`config.mk`:
```
export PLATFORM = sky130hd
export DESIGN_NAME = ccd_wave_sequencer
export DESIGN_NICKNAME = d
export VERILOG_FILES = /design/src/rtl/ccdseq_pkg.sv /design/src/rtl/ccdseq_unit_store.sv /design/src/rtl/ccdseq_prog_store.sv /design/src/rtl/ccdseq_engine.sv /design/src/rtl/ccd_wave_sequencer.sv
export SDC_FILE = /design/constraint.sdc
export NUM_CORES = 2
export LEC_CHECK = 0
export ABC_AREA = 1
export BUFFER_PORTS_ARGS = -buffer_cell sky130_fd_sc_hd__buf_2
export CAP_MARGIN = 20
export CORE_MARGIN = 3
export CORE_UTILIZATION = 40
export CTS_BUF_LIST = sky130_fd_sc_hd__clkbuf_4 sky130_fd_sc_hd__clkbuf_8
export CTS_CLUSTER_SIZE = 8
export DETAILED_ROUTE_END_ITERATION = 10
export SLEW_MARGIN = 20
export SYNTH_ARGS = -nofsm -noshare
export SYNTH_HDL_FRONTEND = slang
export SYNTH_SLANG_ARGS = --single-unit
```
`constraint.sdc`:
```
create_clock -name clk -period 7.3 [get_ports clk]
set_clock_uncertainty 0.2 [all_clocks]
set_input_delay 1.46 -clock clk [delete_from_list [all_inputs] [get_ports clk]]
set_output_delay 1.46 -clock clk [all_outputs]
set_load 0.02 [all_outputs]
```
`src/rtl/ccdseq_pkg.sv`:
```
// Shared encodings for the two-level CCD waveform sequencer.
// Assumes: sequence entry kind is a 2-bit field, host select is 2 bits.
package ccdseq_pkg;
    typedef enum logic [1:0] {
        EK_CALL       = 2'd0,
        EK_LOOP_BEGIN = 2'd1,
        EK_LOOP_END   = 2'd2,
        EK_RSVD       = 2'd3
    } entry_kind_e;

    typedef enum logic [1:0] {
        PS_IDLE  = 2'd0,
        PS_STEP  = 2'd1,
        PS_DWELL = 2'd2
    } phase_e;

    localparam logic [1:0] WSEL_UNIT = 2'd0;
    localparam logic [1:0] WSEL_SEQ  = 2'd1;
    localparam logic [1:0] WSEL_IDLE = 2'd2;
endpackage

```
`src/rtl/ccdseq_unit_store.sv`:
```
// Clocking-unit store: one entry is {last flag, hold count, output word}.
// Assumes: writes are already qualified by the caller; read is combinational.
module ccdseq_unit_store #(
    parameter int OUT_W   = 64,
    parameter int DWELL_W = 16,
    parameter int AW      = 4
) (
    input  logic                     clk,
    input  logic                     we,
    input  logic [AW-1:0]            waddr,
    input  logic [OUT_W+DWELL_W:0]   wdata,
    input  logic [AW-1:0]            raddr,
    output logic [OUT_W-1:0]         rvec,
    output logic [DWELL_W-1:0]       rdwell,
    output logic                     rlast
);
    localparam int DEPTH = 1 << AW;
    localparam int W     = OUT_W + DWELL_W + 1;

    logic [W-1:0] mem [DEPTH];

    // Host write of one unit entry.
    always_ff @(posedge clk) begin
        if (we) mem[waddr] <= wdata;
    end

    // Field split of the addressed entry.
    always_comb begin
        rvec   = mem[raddr][OUT_W-1:0];
        rdwell = mem[raddr][OUT_W+DWELL_W-1:OUT_W];
        rlast  = mem[raddr][W-1];
    end
endmodule

```
`src/rtl/ccdseq_prog_store.sv`:
```
// Sequence program store: {end flag, kind, unit start address, repeat count}.
// Assumes: writes are already qualified by the caller; read is combinational.
module ccdseq_prog_store
    import ccdseq_pkg::*;
#(
    parameter int REP_W   = 16,
    parameter int UNIT_AW = 4,
    parameter int AW      = 3
) (
    input  logic                        clk,
    input  logic                        we,
    input  logic [AW-1:0]               waddr,
    input  logic [REP_W+UNIT_AW+2:0]    wdata,
    input  logic [AW-1:0]               raddr,
    output logic [REP_W-1:0]            rcount,
    output logic [UNIT_AW-1:0]          runit,
    output entry_kind_e                 rkind,
    output logic                        rend
);
    localparam int DEPTH = 1 << AW;
    localparam int W     = REP_W + UNIT_AW + 3;
    localparam int KPOS  = REP_W + UNIT_AW;

    logic [W-1:0] mem [DEPTH];

    // Host write of one sequence entry.
    always_ff @(posedge clk) begin
        if (we) mem[waddr] <= wdata;
    end

    // Field split of the entry under the program counter.
    always_comb begin
        rcount = mem[raddr][REP_W-1:0];
        runit  = mem[raddr][KPOS-1:REP_W];
        rkind  = entry_kind_e'(mem[raddr][KPOS+1:KPOS]);
        rend   = mem[raddr][W-1];
    end
endmodule

```
`src/rtl/ccdseq_engine.sv`:
```
// Sequencer engine: walks the program, plays units, keeps one loop level.
// Assumes: stores read combinationally at u_raddr / s_pc; output is registered.
module ccdseq_engine
    import ccdseq_pkg::*;
#(
    parameter int OUT_W   = 64,
    parameter int DWELL_W = 16,
    parameter int REP_W   = 16,
    parameter int UNIT_AW = 4,
    parameter int SEQ_AW  = 3
) (
    input  logic                 clk,
    input  logic                 rst_n,
    input  logic                 start,
    input  logic                 abort,
    input  logic [OUT_W-1:0]     idle_vec,
    input  logic [OUT_W-1:0]     u_vec,
    input  logic [DWELL_W-1:0]   u_dwell,
    input  logic                 u_last,
    output logic [UNIT_AW-1:0]   u_raddr,
    input  logic [REP_W-1:0]     s_count,
    input  logic [UNIT_AW-1:0]   s_unit,
    input  entry_kind_e          s_kind,
    input  logic                 s_end,
    output logic [SEQ_AW-1:0]    s_pc,
    output logic [OUT_W-1:0]     out_vec,
    output logic                 busy,
    output logic                 done
);
    phase_e               phase;
    logic [SEQ_AW-1:0]    pc, loop_pc;
    logic [REP_W-1:0]     loop_iter, reps_left;
    logic [UNIT_AW-1:0]   uptr, ustart;
    logic [DWELL_W-1:0]   dwell_left, dwell_eff;
    logic                 cur_last, loop_again;

    // Effective hold count and loop decision for the current entry.
    always_comb begin
        dwell_eff  = (u_dwell == '0) ? DWELL_W'(1) : u_dwell;
        loop_again = ({1'b0, loop_iter} + (REP_W+1)'(1)) < {1'b0, s_count};
    end

    // Next unit word address: call target, next word, or unit restart.
    always_comb begin
        if (phase == PS_STEP)  u_raddr = s_unit;
        else if (cur_last)     u_raddr = ustart;
        else                   u_raddr = uptr + UNIT_AW'(1);
    end

    assign s_pc = pc;
    assign busy = (phase != PS_IDLE);

    // Run control, dwell timing and registered output word.
    always_ff @(posedge clk) begin
        if (!rst_n) begin
            phase      <= PS_IDLE;
            pc         <= '0;
            loop_pc    <= '0;
            loop_iter  <= '0;
            reps_left  <= '0;
            uptr       <= '0;
            ustart     <= '0;
            dwell_left <= '0;
            cur_last   <= 1'b0;
            out_vec    <= '0;
            done       <= 1'b0;
        end else begin
            done <= 1'b0;
            if (abort && phase != PS_IDLE) begin
                phase   <= PS_IDLE;
                out_vec <= idle_vec;
            end else begin
                unique case (phase)
                    PS_IDLE: begin
                        out_vec <= idle_vec;
                        if (start) begin
                            phase     <= PS_STEP;
                            pc        <= '0;
                            loop_pc   <= '0;
                            loop_iter <= '0;
                        end
                    end
                    PS_STEP: begin
                        if (s_kind == EK_CALL && s_count != '0) begin
                            out_vec    <= u_vec;
                            dwell_left <= dwell_eff;
                            cur_last   <= u_last;
                            uptr       <= s_unit;
                            ustart     <= s_unit;
                            reps_left  <= s_count;
                            phase      <= PS_DWELL;
                        end else if (s_kind == EK_LOOP_END && loop_again) begin
                            loop_iter <= loop_iter + REP_W'(1);
                            pc        <= loop_pc;
                        end else begin
                            if (s_kind == EK_LOOP_BEGIN) begin
                                loop_pc   <= pc + SEQ_AW'(1);
                                loop_iter <= '0;
                            end
                            if (s_end) begin
                                phase   <= PS_IDLE;
                                out_vec <= idle_vec;
                                done    <= 1'b1;
                            end else begin
                                pc <= pc + SEQ_AW'(1);
                            end
                        end
                    end
                    PS_DWELL: begin
                        if (dwell_left > DWELL_W'(1)) begin
                            dwell_left <= dwell_left - DWELL_W'(1);
                        end else if (!cur_last) begin
                            out_vec    <= u_vec;
                            dwell_left <= dwell_eff;
                            cur_last   <= u_last;
                            uptr       <= uptr + UNIT_AW'(1);
                        end else if (reps_left > REP_W'(1)) begin
                            out_vec    <= u_vec;
                            dwell_left <= dwell_eff;
                            cur_last   <= u_last;
                            uptr       <= ustart;
                            reps_left  <= reps_left - REP_W'(1);
                        end else if (s_end) begin
                            phase   <= PS_IDLE;
                            out_vec <= idle_vec;
                            done    <= 1'b1;
                        end else begin
                            pc    <= pc + SEQ_AW'(1);
                            phase <= PS_STEP;
                        end
                    end
                    default: phase <= PS_IDLE;
                endcase
            end
        end
    end
endmodule

```
`src/rtl/ccd_wave_sequencer.sv`:
```
// Top: host write port, idle word register, both stores and the engine.
// Assumes: SEQ_AW <= UNIT_AW and sequence entry fits in the write data width.
module ccd_wave_sequencer
    import ccdseq_pkg::*;
#(
    parameter int CLK_W   = 32,
    parameter int CTRL_W  = 32,
    parameter int DWELL_W = 16,
    parameter int REP_W   = 16,
    parameter int UNIT_AW = 4,
    parameter int SEQ_AW  = 3
) (
    input  logic                              clk,
    input  logic                              rst_n,
    input  logic                              start,
    input  logic                              abort,
    input  logic                              wr_en,
    input  logic [1:0]                        wr_sel,
    input  logic [UNIT_AW-1:0]                wr_addr,
    input  logic [CLK_W+CTRL_W+DWELL_W:0]     wr_data,
    output logic [CLK_W-1:0]                  ccd_clk,
    output logic [CTRL_W-1:0]                 ctrl_strobe,
    output logic                              adc_conv,
    output logic                              busy,
    output logic                              done
);
    localparam int OUT_W = CLK_W + CTRL_W;
    localparam int SEQ_W = REP_W + UNIT_AW + 3;

    logic [OUT_W-1:0]    idle_q, out_vec, u_vec;
    logic [DWELL_W-1:0]  u_dwell;
    logic                u_last, s_end, wr_ok;
    logic [UNIT_AW-1:0]  u_raddr, s_unit;
    logic [REP_W-1:0]    s_count;
    logic [SEQ_AW-1:0]   s_pc;
    entry_kind_e         s_kind;

    assign wr_ok = wr_en && !busy;

    // Idle word register, loadable only while stopped.
    always_ff @(posedge clk) begin
        if (!rst_n)                            idle_q <= '0;
        else if (wr_ok && wr_sel == WSEL_IDLE) idle_q <= wr_data[OUT_W-1:0];
    end

    ccdseq_unit_store #(.OUT_W(OUT_W), .DWELL_W(DWELL_W), .AW(UNIT_AW)) u_units (
        .clk(clk), .we(wr_ok && wr_sel == WSEL_UNIT), .waddr(wr_addr),
        .wdata(wr_data), .raddr(u_raddr),
        .rvec(u_vec), .rdwell(u_dwell), .rlast(u_last)
    );

    ccdseq_prog_store #(.REP_W(REP_W), .UNIT_AW(UNIT_AW), .AW(SEQ_AW)) u_prog (
        .clk(clk), .we(wr_ok && wr_sel == WSEL_SEQ), .waddr(wr_addr[SEQ_AW-1:0]),
        .wdata(wr_data[SEQ_W-1:0]), .raddr(s_pc),
        .rcount(s_count), .runit(s_unit), .rkind(s_kind), .rend(s_end)
    );

    ccdseq_engine #(
        .OUT_W(OUT_W), .DWELL_W(DWELL_W), .REP_W(REP_W),
        .UNIT_AW(UNIT_AW), .SEQ_AW(SEQ_AW)
    ) u_engine (
        .clk(clk), .rst_n(rst_n), .start(start), .abort(abort),
        .idle_vec(idle_q), .u_vec(u_vec), .u_dwell(u_dwell), .u_last(u_last),
        .u_raddr(u_raddr), .s_count(s_count), .s_unit(s_unit), .s_kind(s_kind),
        .s_end(s_end), .s_pc(s_pc), .out_vec(out_vec), .busy(busy), .done(done)
    );

    // Output split: clock lines low, strobes high, convert trigger is strobe 0.
    assign ccd_clk     = out_vec[CLK_W-1:0];
    assign ctrl_strobe = out_vec[OUT_W-1:CLK_W];
    assign adc_conv    = out_vec[CLK_W];
endmodule

```
==> results.toml <==
[routing]
wl_per_cell_um = 22.8
drtIter0Drc = 5345
drc = 0
drt_first_pass_iters = 6
vias = 49900
via_per_inst = 5.45
wl_um = 209000
ant_nets = 0

[flow_run]
cap_violations = 0

[cts]
cts_buffer_depth = 4
cts_max_level = 5
holdBufCountCts = 0
cts_resized = 0
cts_root_buf = "clkbuf_8"
clock_latency_ns = 1.02
cts_buffers = 289
cts_setup_buffers = 0
cts_tree = "built"
clock_sinks = 1677
clk_pin_slew_ns = 0.06

[finish]
final_nets = 6729
finalNonFillerCells = 9156
areaGrowthSynthToFinish_pct = 12.4
final_layout_size_suffix_gt1_share_pct = 11.8

[sta]
setup_violations = 0
worst_slew_pin_slew_ns = 1.17
fin_hold_ws_ns = 0.270
fin_crit_ns = 5.51
tns_ns = 0
rsz0062_at_grt = "no"
finalCritPeriodShare_pct = 75.5
slew_headroom_pct = 21.8
finalHoldViolations = 0
fmax_ghz = 0.181
finalMaxSlewViolations = 0

[grt]
grt_pass1_vias = 47900
antenna_found_initial = 30
grt_max_degree = 174
track_usage_pct = 22.7
grt_pass1_wl_um = 309000
grt-ovfl-total = 0

[place]
finalWeightedCongestion = 0.858
dpl.cell_count = 8644
dpl.hpwl_um = 105000
io_buffers = 158

[status]
status = "completed"

[critical_path]
worstSetupPathType = "register to register"
endpoint_kind = "register"
reg2reg_depth = 16
r2r_slack_ns = 1.79
reg2reg_to = "u_engine.out_vec[48]"
cp.arrival_ns = 6.15
reg2reg_from = "u_engine.phase[1]"
start_kind = "register"
crit_path_max_fanout = 173
crit_required_ns = 7.94

[hold_path]
min_from = "u_engine.loop_pc[2]"
hold_class = "register to register"
holdPathStages = 2
min_to = "u_engine.loop_pc[2]"

[synthesis]
synth_seq_cells = 1677
yosysTopAreaCell = "edfxtp_1"
synth_top_area_share_pct = 63.3
synth_ff_type = "edfxtp_1"
synth.most_common_cell = "nand2_1"
syn_area_per_cell_um2 = 10.9
syn_nets = 6580
synth_seq_area_share_pct = 68.9
synth_edf_count = 1480
netlist_instances = 6462
synth_commonest_cells = "1554 x nand2_1, 1480 x edfxtp_1, 1309 x nand3_1"
synthTopCellsByArea = "edfxtp_1 63%, nand3_1 9.3%, nand2_1 8.3%"
async_flop_share_pct = 0
synth.cell_area_um2 = 70200
synth_cell_types = 41
ys.warnings.count = 0

[floorplan]
die_w_um = 425
num_rows = 153
dieArea_um2 = 181000
io_pins = 159
initial_core_util_pct = 40.3
core_area_um2 = 174000
die_h_um = 425

[power_and_ir_drop]
ir_drop_mv = 0.591
power.density_nw_per_um2 = 418
total_power_uw = 33000
cellLeakagePower_uw = 0.0291
## layer usage
layer,track usage [%],wire length (µm),vias up
met5,0,131,-
met2,37.1,99400,2152
met4,7.99,6170,20
li1,-,-,22900
met3,4.47,17200,383
met1,30.0,85800,24500
## metrics by stage
step,worst slack (ns),util (%),cell area [µm²]
6_report,1.79,45.3,78900
5_1_grt,1.31,45.3,78900
4_1_cts,1.78,45.3,78900
3_5_place_dp,1.81,42.1,73300
3_3_place_gp,1.81,42.1,73300
2_1_floorplan,1.30,-,70200
## area by class of cell
type / instances / area, µm²
Fill cell: 16000 / 95300
Tap cell: 2325 / 2910
Multi-Input combinational cell: 3991 / 18600
Clock buffer: 455 / 5390
Sequential cell: 1677 / 48400
Inverter: 390 / 1480
Clock inverter: 42 / 181
Timing Repair Buffer: 262 / 1910
Antenna cell: 14 / 35.0
## worst max-delay path, cell delays in order, from the launching register on
cell and delay (ns):
dfxtp_1 0.36, inv_1 0.10, ha_1 0.57, clkinv_1 0.72, nand2_2 0.29, buf_4 0.52, nand2_8 0.44, buf_12 0.45
buf_4 0.54, nand2_1 0.13, nand3_1 0.09, nand3_1 0.11, nand3_1 0.12, nand3_1 0.15, nand3_1 0.09, nand3_1 0.11
a21oi_1 0.08
## cell usage in the layout (no fill, tap or decap), types with 7 or more instances in the layout
| master | n |
|---|---|
| o21ai_0 | 295 |
| nand4_1 | 17 |
| edfxtp_1 | 1480 |
| buf_4 | 78 |
| nor2_4 | 18 |
| mux2i_1 | 12 |
| a21oi_1 | 211 |
| nor2_2 | 11 |
| buf_12 | 27 |
| or2_2 | 10 |
| o21ai_1 | 45 |
| o221ai_1 | 8 |
| xor2_1 | 20 |
| clkbuf_4 | 140 |
| diode_2 | 14 |
| nand3b_1 | 27 |
| o211ai_1 | 50 |
| nand2_1 | 1552 |
| clkinv_1 | 35 |
| inv_1 | 377 |
| clkbuf_8 | 315 |
| nor3_1 | 15 |
| nor2_1 | 296 |
| nand3_1 | 1309 |
| buf_2 | 157 |
| a211oi_1 | 7 |
| o22ai_1 | 15 |
| ha_1 | 26 |
| xnor2_1 | 12 |
| clkinv_2 | 8 |
| dfxtp_1 | 195 |
## registers in the layout, indices dropped and copies added, names as in the netlist, named ones only
signal	flops
u_engine.reps_left	16
u_engine.phase	2
u_units.mem	1296
idle_q	64
u_engine.done	1
u_engine.ustart	4
u_prog.mem	184
u_engine.out_vec	64
u_engine.s_pc	3
u_engine.loop_iter	16
u_engine.loop_pc	3
u_engine.cur_last	1
u_engine.dwell_left	16
u_engine.uptr	4
## cells by family after synthesis
kind of cell	share of synthesized area [%]
and+or+nand+nor	20.2
xor gates and xnor gates	0.399
muxes	0.171
buffers and inverters	4.86
AOI/OAI and AO/OA	5.01
DFF	68.9
adders and majority gates	0.463
## power by group
group          switching [µW]  leakage, µW  internal, µW
sequential                282       0.0149         10800
clock                    3670      0.00299          4650
combinational            9720       0.0112          3930
## worst max-delay path by stage
stage	start	to	slack [ns]	cells after the start
6_report	u_engine.phase[1]	u_engine.out_vec[48]	1.79	16
5_1_grt	u_engine.phase[1]	u_engine.out_vec[47]	1.31	18
4_1_cts	u_engine.phase[1]	u_engine.out_vec[47]	1.78	18
3_5_place_dp	u_engine.phase[1]	u_engine.out_vec[47]	1.81	18
3_3_place_gp	u_engine.phase[1]	u_engine.out_vec[47]	1.81	18
2_1_floorplan	wr_en	u_units.mem[0][0]	1.30	4
Note: power is estimated with default switching activity, not from simulation.
